===== src/rtl/wmb_pkg.sv =====
package wmb_pkg;
  typedef enum logic [1:0] {
    PORT_IDLE  = 2'd0,
    PORT_READ  = 2'd1,
    PORT_DRAIN = 2'd2
  } port_own_e;
endpackage


===== src/rtl/wbuf_cam.sv =====
module wbuf_cam #(
  parameter int DEPTH  = 4,
  parameter int BLK_AW = 12,
  localparam int IW = $clog2(DEPTH),
  localparam int CW = $clog2(DEPTH + 1)
) (
  input  logic                          clk,
  input  logic                          rst_n,
  input  logic [CW-1:0]                 occ,
  input  logic [DEPTH-1:0][BLK_AW-1:0]  blks,
  input  logic [BLK_AW-1:0]             key,
  output logic                          hit,
  output logic [IW-1:0]                 idx
);
  logic [DEPTH-1:0] match_vec;

  for (genvar g = 0; g < DEPTH; g++) begin : g_cmp
    assign match_vec[g] = (CW'(g) < occ) && (blks[g] == key);
  end

  always_comb begin
    idx = '0;
    for (int k = DEPTH - 1; k >= 0; k--) begin
      if (match_vec[k]) idx = IW'(k);
    end
  end

  assign hit = |match_vec;

  // at most one slot per block, the consequence of merging
  assert_unique_slot_R3: assert property (@(posedge clk) disable iff (!rst_n)
    $onehot0(match_vec));
endmodule


===== src/rtl/wbuf_port_arb.sv =====
module wbuf_port_arb
  import wmb_pkg::*;
#(
  parameter int BLK_AW = 12,
  parameter int BYTES  = 8,
  localparam int DW = BYTES * 8
) (
  input  logic              rd_want,
  input  logic [BLK_AW-1:0] rd_blk,
  input  logic [BYTES-1:0]  rd_be,
  input  logic              wr_want,
  input  logic [BLK_AW-1:0] wr_blk,
  input  logic [DW-1:0]     wr_data,
  input  logic [BYTES-1:0]  wr_be,
  input  logic              mem_ready,
  output logic              mem_req,
  output logic              mem_we,
  output logic [BLK_AW-1:0] mem_blk,
  output logic [DW-1:0]     mem_wdata,
  output logic [BYTES-1:0]  mem_be,
  output logic              rd_go,
  output logic              wr_go
);
  port_own_e owner;

  always_comb begin
    if (rd_want)      owner = PORT_READ;
    else if (wr_want) owner = PORT_DRAIN;
    else              owner = PORT_IDLE;
  end

  always_comb begin
    mem_req   = (owner != PORT_IDLE);
    mem_we    = (owner == PORT_DRAIN);
    mem_blk   = (owner == PORT_READ) ? rd_blk : wr_blk;
    mem_be    = (owner == PORT_READ) ? rd_be  : wr_be;
    mem_wdata = (owner == PORT_DRAIN) ? wr_data : '0;
    rd_go     = (owner == PORT_READ)  && mem_ready;
    wr_go     = (owner == PORT_DRAIN) && mem_ready;
  end
endmodule


===== src/rtl/wbuf_queue.sv =====
module wbuf_queue #(
  parameter int DEPTH  = 4,
  parameter int BLK_AW = 12,
  parameter int BYTES  = 8,
  localparam int DW = BYTES * 8,
  localparam int IW = $clog2(DEPTH),
  localparam int CW = $clog2(DEPTH + 1)
) (
  input  logic                          clk,
  input  logic                          rst_n,
  input  logic                          merge_en,
  input  logic [IW-1:0]                 merge_idx,
  input  logic                          ins_en,
  input  logic [BLK_AW-1:0]             in_blk,
  input  logic [DW-1:0]                 in_data,
  input  logic [BYTES-1:0]              in_be,
  input  logic                          drop_en,
  input  logic [IW-1:0]                 drop_idx,
  output logic [CW-1:0]                 q_cnt,
  output logic [DEPTH-1:0][BLK_AW-1:0]  q_blk,
  output logic [DEPTH-1:0][DW-1:0]      q_data,
  output logic [DEPTH-1:0][BYTES-1:0]   q_be
);
  logic [DEPTH-1:0][BLK_AW-1:0] n_blk;
  logic [DEPTH-1:0][DW-1:0]     n_data;
  logic [DEPTH-1:0][BYTES-1:0]  n_be;
  logic [CW-1:0]                n_cnt;
  logic [CW-1:0]                ins_slot;

  // replace only the enabled bytes of a block
  function automatic logic [DW-1:0] blend(input logic [DW-1:0] old_d,
                                          input logic [DW-1:0] new_d,
                                          input logic [BYTES-1:0] en);
    logic [DW-1:0] r;
    for (int b = 0; b < BYTES; b++)
      r[8*b +: 8] = en[b] ? new_d[8*b +: 8] : old_d[8*b +: 8];
    return r;
  endfunction

  always_comb begin
    n_blk  = q_blk;
    n_data = q_data;
    n_be   = q_be;
    // merge applies in place before any shift, so indices stay consistent
    if (merge_en) begin
      n_data[merge_idx] = blend(q_data[merge_idx], in_data, in_be);
      n_be[merge_idx]   = q_be[merge_idx] | in_be;
    end
    if (drop_en) begin
      for (int k = 0; k < DEPTH - 1; k++) begin
        if (IW'(k) >= drop_idx) begin
          n_blk[k]  = n_blk[k+1];
          n_data[k] = n_data[k+1];
          n_be[k]   = n_be[k+1];
        end
      end
      n_be[DEPTH-1] = '0;
    end
    ins_slot = q_cnt - CW'(drop_en);
    if (ins_en) begin
      for (int k = 0; k < DEPTH; k++) begin
        if (CW'(k) == ins_slot) begin
          n_blk[k]  = in_blk;
          n_data[k] = in_data;
          n_be[k]   = in_be;
        end
      end
    end
    n_cnt = q_cnt - CW'(drop_en) + CW'(ins_en);
  end

  always_ff @(posedge clk) begin
    if (!rst_n) begin
      q_cnt  <= '0;
      q_blk  <= '0;
      q_data <= '0;
      q_be   <= '0;
    end else begin
      q_cnt  <= n_cnt;
      q_blk  <= n_blk;
      q_data <= n_data;
      q_be   <= n_be;
    end
  end

  assert_no_overflow_R4: assert property (@(posedge clk) disable iff (!rst_n)
    q_cnt <= CW'(DEPTH));

  assert_ins_has_room_R4: assert property (@(posedge clk) disable iff (!rst_n)
    ins_en |-> (q_cnt < CW'(DEPTH)) || drop_en);

  assert_no_merge_into_drain_R9: assert property (@(posedge clk) disable iff (!rst_n)
    !(merge_en && drop_en && (merge_idx == drop_idx)));

  assert_drop_valid_R5: assert property (@(posedge clk) disable iff (!rst_n)
    drop_en |-> (CW'(drop_idx) < q_cnt));
endmodule


===== src/rtl/wmerge_buf.sv =====
module wmerge_buf #(
  parameter int DEPTH  = 4,
  parameter int BLK_AW = 12,
  parameter int BYTES  = 8,
  localparam int DW = BYTES * 8,
  localparam int IW = $clog2(DEPTH),
  localparam int CW = $clog2(DEPTH + 1)
) (
  input  logic              clk,
  input  logic              rst_n,
  input  logic              st_valid,
  input  logic [BLK_AW-1:0] st_blk,
  input  logic [DW-1:0]     st_data,
  input  logic [BYTES-1:0]  st_be,
  output logic              st_stall,
  input  logic              ld_valid,
  input  logic [BLK_AW-1:0] ld_blk,
  input  logic [BYTES-1:0]  ld_be,
  output logic              ld_ack,
  output logic              ld_fwd,
  output logic [DW-1:0]     ld_data,
  output logic              mem_req,
  output logic              mem_we,
  output logic [BLK_AW-1:0] mem_blk,
  output logic [DW-1:0]     mem_wdata,
  output logic [BYTES-1:0]  mem_be,
  input  logic              mem_ready,
  input  logic [DW-1:0]     mem_rdata
);
  logic [CW-1:0]                q_cnt;
  logic [DEPTH-1:0][BLK_AW-1:0] q_blk;
  logic [DEPTH-1:0][DW-1:0]     q_data;
  logic [DEPTH-1:0][BYTES-1:0]  q_be;

  logic          st_hit, ld_hit;
  logic [IW-1:0] st_idx, ld_idx, drain_idx;
  logic          ld_cover, fwd_now, ld_conflict, rd_want, wr_want;
  logic          rd_go, drain_fire;
  logic          st_hits_drain, st_full_miss, st_take, merge_en, ins_en;
  logic          buf_full;

  function automatic logic covers(input logic [BYTES-1:0] have,
                                  input logic [BYTES-1:0] need);
    return (have & need) == need;
  endfunction

  wbuf_cam #(.DEPTH(DEPTH), .BLK_AW(BLK_AW)) u_st_cam (
    .clk(clk), .rst_n(rst_n), .occ(q_cnt), .blks(q_blk), .key(st_blk),
    .hit(st_hit), .idx(st_idx));

  wbuf_cam #(.DEPTH(DEPTH), .BLK_AW(BLK_AW)) u_ld_cam (
    .clk(clk), .rst_n(rst_n), .occ(q_cnt), .blks(q_blk), .key(ld_blk),
    .hit(ld_hit), .idx(ld_idx));

  // load classification
  assign ld_cover    = covers(q_be[ld_idx], ld_be);
  assign fwd_now     = ld_valid && ld_hit && ld_cover;
  assign ld_conflict = ld_valid && ld_hit && !ld_cover;
  assign rd_want     = ld_valid && !ld_hit;
  assign wr_want     = (q_cnt != '0);
  assign drain_idx   = ld_conflict ? ld_idx : '0;
  assign buf_full    = (q_cnt == CW'(DEPTH));

  wbuf_port_arb #(.BLK_AW(BLK_AW), .BYTES(BYTES)) u_arb (
    .rd_want(rd_want), .rd_blk(ld_blk), .rd_be(ld_be),
    .wr_want(wr_want), .wr_blk(q_blk[drain_idx]), .wr_data(q_data[drain_idx]),
    .wr_be(q_be[drain_idx]), .mem_ready(mem_ready),
    .mem_req(mem_req), .mem_we(mem_we), .mem_blk(mem_blk),
    .mem_wdata(mem_wdata), .mem_be(mem_be),
    .rd_go(rd_go), .wr_go(drain_fire));

  // store admission
  assign st_hits_drain = st_hit && drain_fire && (st_idx == drain_idx);
  assign st_full_miss  = !st_hit && buf_full;
  assign st_stall      = st_valid && (st_hits_drain || st_full_miss);
  assign st_take       = st_valid && !st_stall;
  assign merge_en      = st_take && st_hit;
  assign ins_en        = st_take && !st_hit;

  wbuf_queue #(.DEPTH(DEPTH), .BLK_AW(BLK_AW), .BYTES(BYTES)) u_queue (
    .clk(clk), .rst_n(rst_n),
    .merge_en(merge_en), .merge_idx(st_idx),
    .ins_en(ins_en), .in_blk(st_blk), .in_data(st_data), .in_be(st_be),
    .drop_en(drain_fire), .drop_idx(drain_idx),
    .q_cnt(q_cnt), .q_blk(q_blk), .q_data(q_data), .q_be(q_be));

  // load answer
  assign ld_ack  = fwd_now || rd_go;
  assign ld_fwd  = fwd_now;
  assign ld_data = fwd_now ? q_data[ld_idx] : mem_rdata;

  assert_read_first_R7: assert property (@(posedge clk) disable iff (!rst_n)
    (ld_valid && !ld_hit) |-> (mem_req && !mem_we && (mem_blk == ld_blk)));

  assert_fwd_no_read_R6: assert property (@(posedge clk) disable iff (!rst_n)
    ld_fwd |-> !(mem_req && !mem_we));

  assert_conflict_drains_R8: assert property (@(posedge clk) disable iff (!rst_n)
    ld_conflict |-> (mem_req && mem_we && (mem_blk == ld_blk)));

  assert_merge_keeps_count_R3: assert property (@(posedge clk) disable iff (!rst_n)
    (merge_en && !drain_fire) |=> (q_cnt == $past(q_cnt)));

  assert_empty_no_write_R1: assert property (@(posedge clk) disable iff (!rst_n)
    (q_cnt == '0) |-> !(mem_req && mem_we));
endmodule


===== config.mk =====
export PLATFORM = sky130hd
export DESIGN_NAME = wmerge_buf
export DESIGN_NICKNAME = d
export VERILOG_FILES = /design/src/rtl/wmb_pkg.sv /design/src/rtl/wbuf_cam.sv /design/src/rtl/wbuf_port_arb.sv /design/src/rtl/wbuf_queue.sv /design/src/rtl/wmerge_buf.sv
export SDC_FILE = /design/constraint.sdc
export NUM_CORES = 2
export LEC_CHECK = 0
export BUFFER_PORTS_ARGS = -buffer_cell sky130_fd_sc_hd__buf_2
export CORE_MARGIN = 5
export CORE_UTILIZATION = 40
export CTS_CLUSTER_SIZE = 8
export DETAILED_ROUTE_END_ITERATION = 7
export PLACE_DENSITY = 0.65
export SLEW_MARGIN = 20
export SYNTH_ARGS = -nofsm -noshare
export SYNTH_HDL_FRONTEND = slang
export SYNTH_HIERARCHICAL = 1
export SYNTH_SLANG_ARGS = --single-unit

===== constraint.sdc =====
create_clock -name clk -period 15.2 [get_ports clk]
set_input_delay 3.04 -clock clk [delete_from_list [all_inputs] [get_ports clk]]
set_output_delay 3.04 -clock clk [all_outputs]
set_load 0.02 [all_outputs]

==> qor.csv <==
metric,value,unit
router iterations before antenna repair,6,
Post-DP HPWL,65700,um
CTS H-tree depth,2,
highest clock rate,0.0884,GHz
Worst Path Max Fanout,63,
largest net degree at the start of global routing,101,
Synth Instances,3053,
Max Cap Viol,0,
reg-to-reg startpoint,u_queue/q_cnt[2]$_SDFF_PN0_,
post-route design area,0.0286,mm^2
Pwr Density,147,mW/mm^2
RSZ-0062 raised after global routing,no,
cts hold-fix bufs,0,
Psw,1860,uW
fin crit share,74.4,%
final setup vio count,0,
Syn-to-layout area delta,12.4,%
Die W,262,um
LEAKAGE,0.0112,uW
"CTS clk-pin slew, worst paths",0.05,ns
Die Area,0.0689,mm^2
Slew headroom,18.9,%
TritonCTS clock tree,yes,
Sequential Power Share,32.7,%
Peak supply drop,0.000100,V
"Hold Vio Cnt, Final",0,
Post-CTS Setup Bufs,0,
worst hold start,u_queue/q_data[205]$_SDFF_PN0_,
nets,3374,
P_int,2360,uW
Fin Clk Skew,0.0275,ns
Max clock buf depth,3,
Core Box Area,0.0631,mm^2
Via density,6.37,
Pins Over Slew Limit,0,
Sw Share,44.1,%
root buffer cell,clkbuf_16,
vias in the first global route,24500,
Yosys cell types,87,
"Clk Latency, worst-skew pair",0.60,ns
total power,4210,uW
Post-Syn Area,0.0255,mm^2
Post-Route Utilization,45.4,%
"Seq/Total Area, Yosys",26.6,%
final non-filler cell total,4055,
GR Overflow Total,0,
WS Path Type,in -> out,
Top-Level Pins,326,
initial antenna violation count,9,
"EDFF count, synth",0,
Initial Util,40.4,%
Yosys reg bits,339,
DP Area,0.0273,mm^2
number of remaining DRC errors,0,
gpl congestion,0.887,
WL per Instance,25.4,um
Mean Syn Cell Area,8.35,um^2
combinational power share,43.5,%
Clk pwr share,23.8,%
post_cts resized,0,
CP startpoint kind,input port,
WP data required,12.16,ns
Tightest Pin Transition,1.22,ns
Worst setup startpoint,ld_blk[3],
ys flop type,dfxtp_1,
CTS sink cnt,339,
post-route antenna net violation count,0,
global-route wire length before repair,155000,um
"commonest non-fill, non-tap cell in the layout",mux2i_1,
crit path DAT,8.27,ns
status,"finished, final reports clean",
Final Critical Period,11.31,ns
num rows,92,
Die Span Y,262,um
port bufs,325,
GRT Util Overall,27.9,%
Worst R2R Setup Slack,7.54,ns
Hold Path Class,reg -> reg,
final WL,103000,um
CP endpoint kind,output port,
synth warn,6,
via count,25800,
Setup TNS,0,ns
CTS Buf Count,49,
initial drt markers,3040,
Worst Hold Depth,2,
post-synthesis async set-or-reset flop share,0,%
syn_nets,3230,
share of cells above drive strength 1,18.2,%
placed cells,3992,
most frequent cells in the layout,"404 x mux2i_1, 339 x dfxtp_1, 324 x buf_2, 272 x nand2_1, 226 x nand3_1",
cell depth of the worst flop-to-flop path,18,
==> metal layers <==
metal	vias to the layer above	global-route usage [%]	wire length, um
met1	12300	37.1	42700
met5	-	0	40
met4	6	11.8	4750
met2	1471	44.8	46100
li1	11700	-	-
met3	292	5.14	9260
==> synthesized netlist by cell type (47+ instances only) <==
master | number | area share, %
mux2i_1 | 404 | 16
dfxtp_1 | 339 | 27
nand2_1 | 272 | 4.0
nand3_1 | 226 | 4.4
nor2_1 | 214 | 3.2
o211ai_1 | 150 | 4.4
clkbuf_1 | 133 | 2.0
a21oi_1 | 119 | 2.3
buf_2 | 95 | 1.9
a32oi_1 | 92 | 3.2
mux2_2 | 84 | 3.7
o21ai_0 | 82 | 1.6
and3b_1 | 67 | 2.3
nor3_1 | 62 | 1.2
o21bai_1 | 59 | 1.7
xnor2_1 | 56 | 1.9
nor2b_1 | 53 | 1.3
a211oi_1 | 51 | 1.5
a311oi_1 | 47 | 1.6
==> stage by stage <==
stage	setup WS, ns	hold WS (ns)
2_1_floorplan	5.99	0.460
3_3_place_gp	4.09	0.498
3_5_place_dp	3.99	0.503
4_1_cts	3.99	0.510
5_1_grt	3.61	0.529
6_report	3.89	0.507
==> flip-flops by register name (all words and copies together) (netlist names) <==
name            flops
u_queue/q_be       32
u_queue/q_blk      48
u_queue/q_cnt       3
u_queue/q_data    256
==> critical path, cell delays in order <==
cell and delay [ns]:
buf_2 0.14, xnor2_1 0.20, nand4_1 0.11, nor4_1 0.38, nor2b_1 0.16, nor2b_4 0.31, buf_4 0.52, inv_2 0.17
buf_4 0.46, a221oi_1 0.31, or2_2 0.21, nand3_1 0.13, nor2_4 0.88, buf_4 0.61, mux2_2 0.39, buf_2 0.16
==> cell type report <==
type                            instances  area [um^2]
Clock buffer                           55         1270
Tap cell                              846         1060
Inverter                               11         43.8
Antenna cell                            4         10.0
Clock inverter                          4         45.0
Fill cell                            6385        34400
Sequential cell                       339         6790
Multi-Input combinational cell       2415        17400
Timing Repair Buffer                  381         2070
==> worst paths after layout <==
| check | endpoint |
|---|---|
| worst min-delay path | u_queue/q_data[141]$_SDFF_PN0_ |
| worst min register to register | u_queue/q_data[141]$_SDFF_PN0_ |
| worst max register to register | u_queue/q_data[152]$_SDFF_PN0_ |
| worst max-delay path | ld_data[16] |
==> logic make-up after synthesis <==
kind of cell | share of synthesized area [%]
adders and majority gates | 0.196
DFF | 26.6
xor gates and xnor gates | 3.50
muxes | 21.3
buffers and inverters | 5.84
AOI/OAI and AO/OA | 21.8
and+or+nand+nor | 20.8
==> power groups by stage <==
stage          clock network, uW  registers (uW)  logic (uW)
6_report                    1000            1380        1830
3_3_place_gp                   0            1380        1760
3_5_place_dp                   0            1380        1780
4_1_cts                     1020            1370        1790
5_1_grt                     1050            1400        1960
2_1_floorplan                  0            1300        1240
Note: power is estimated with default switching activity, not from simulation.
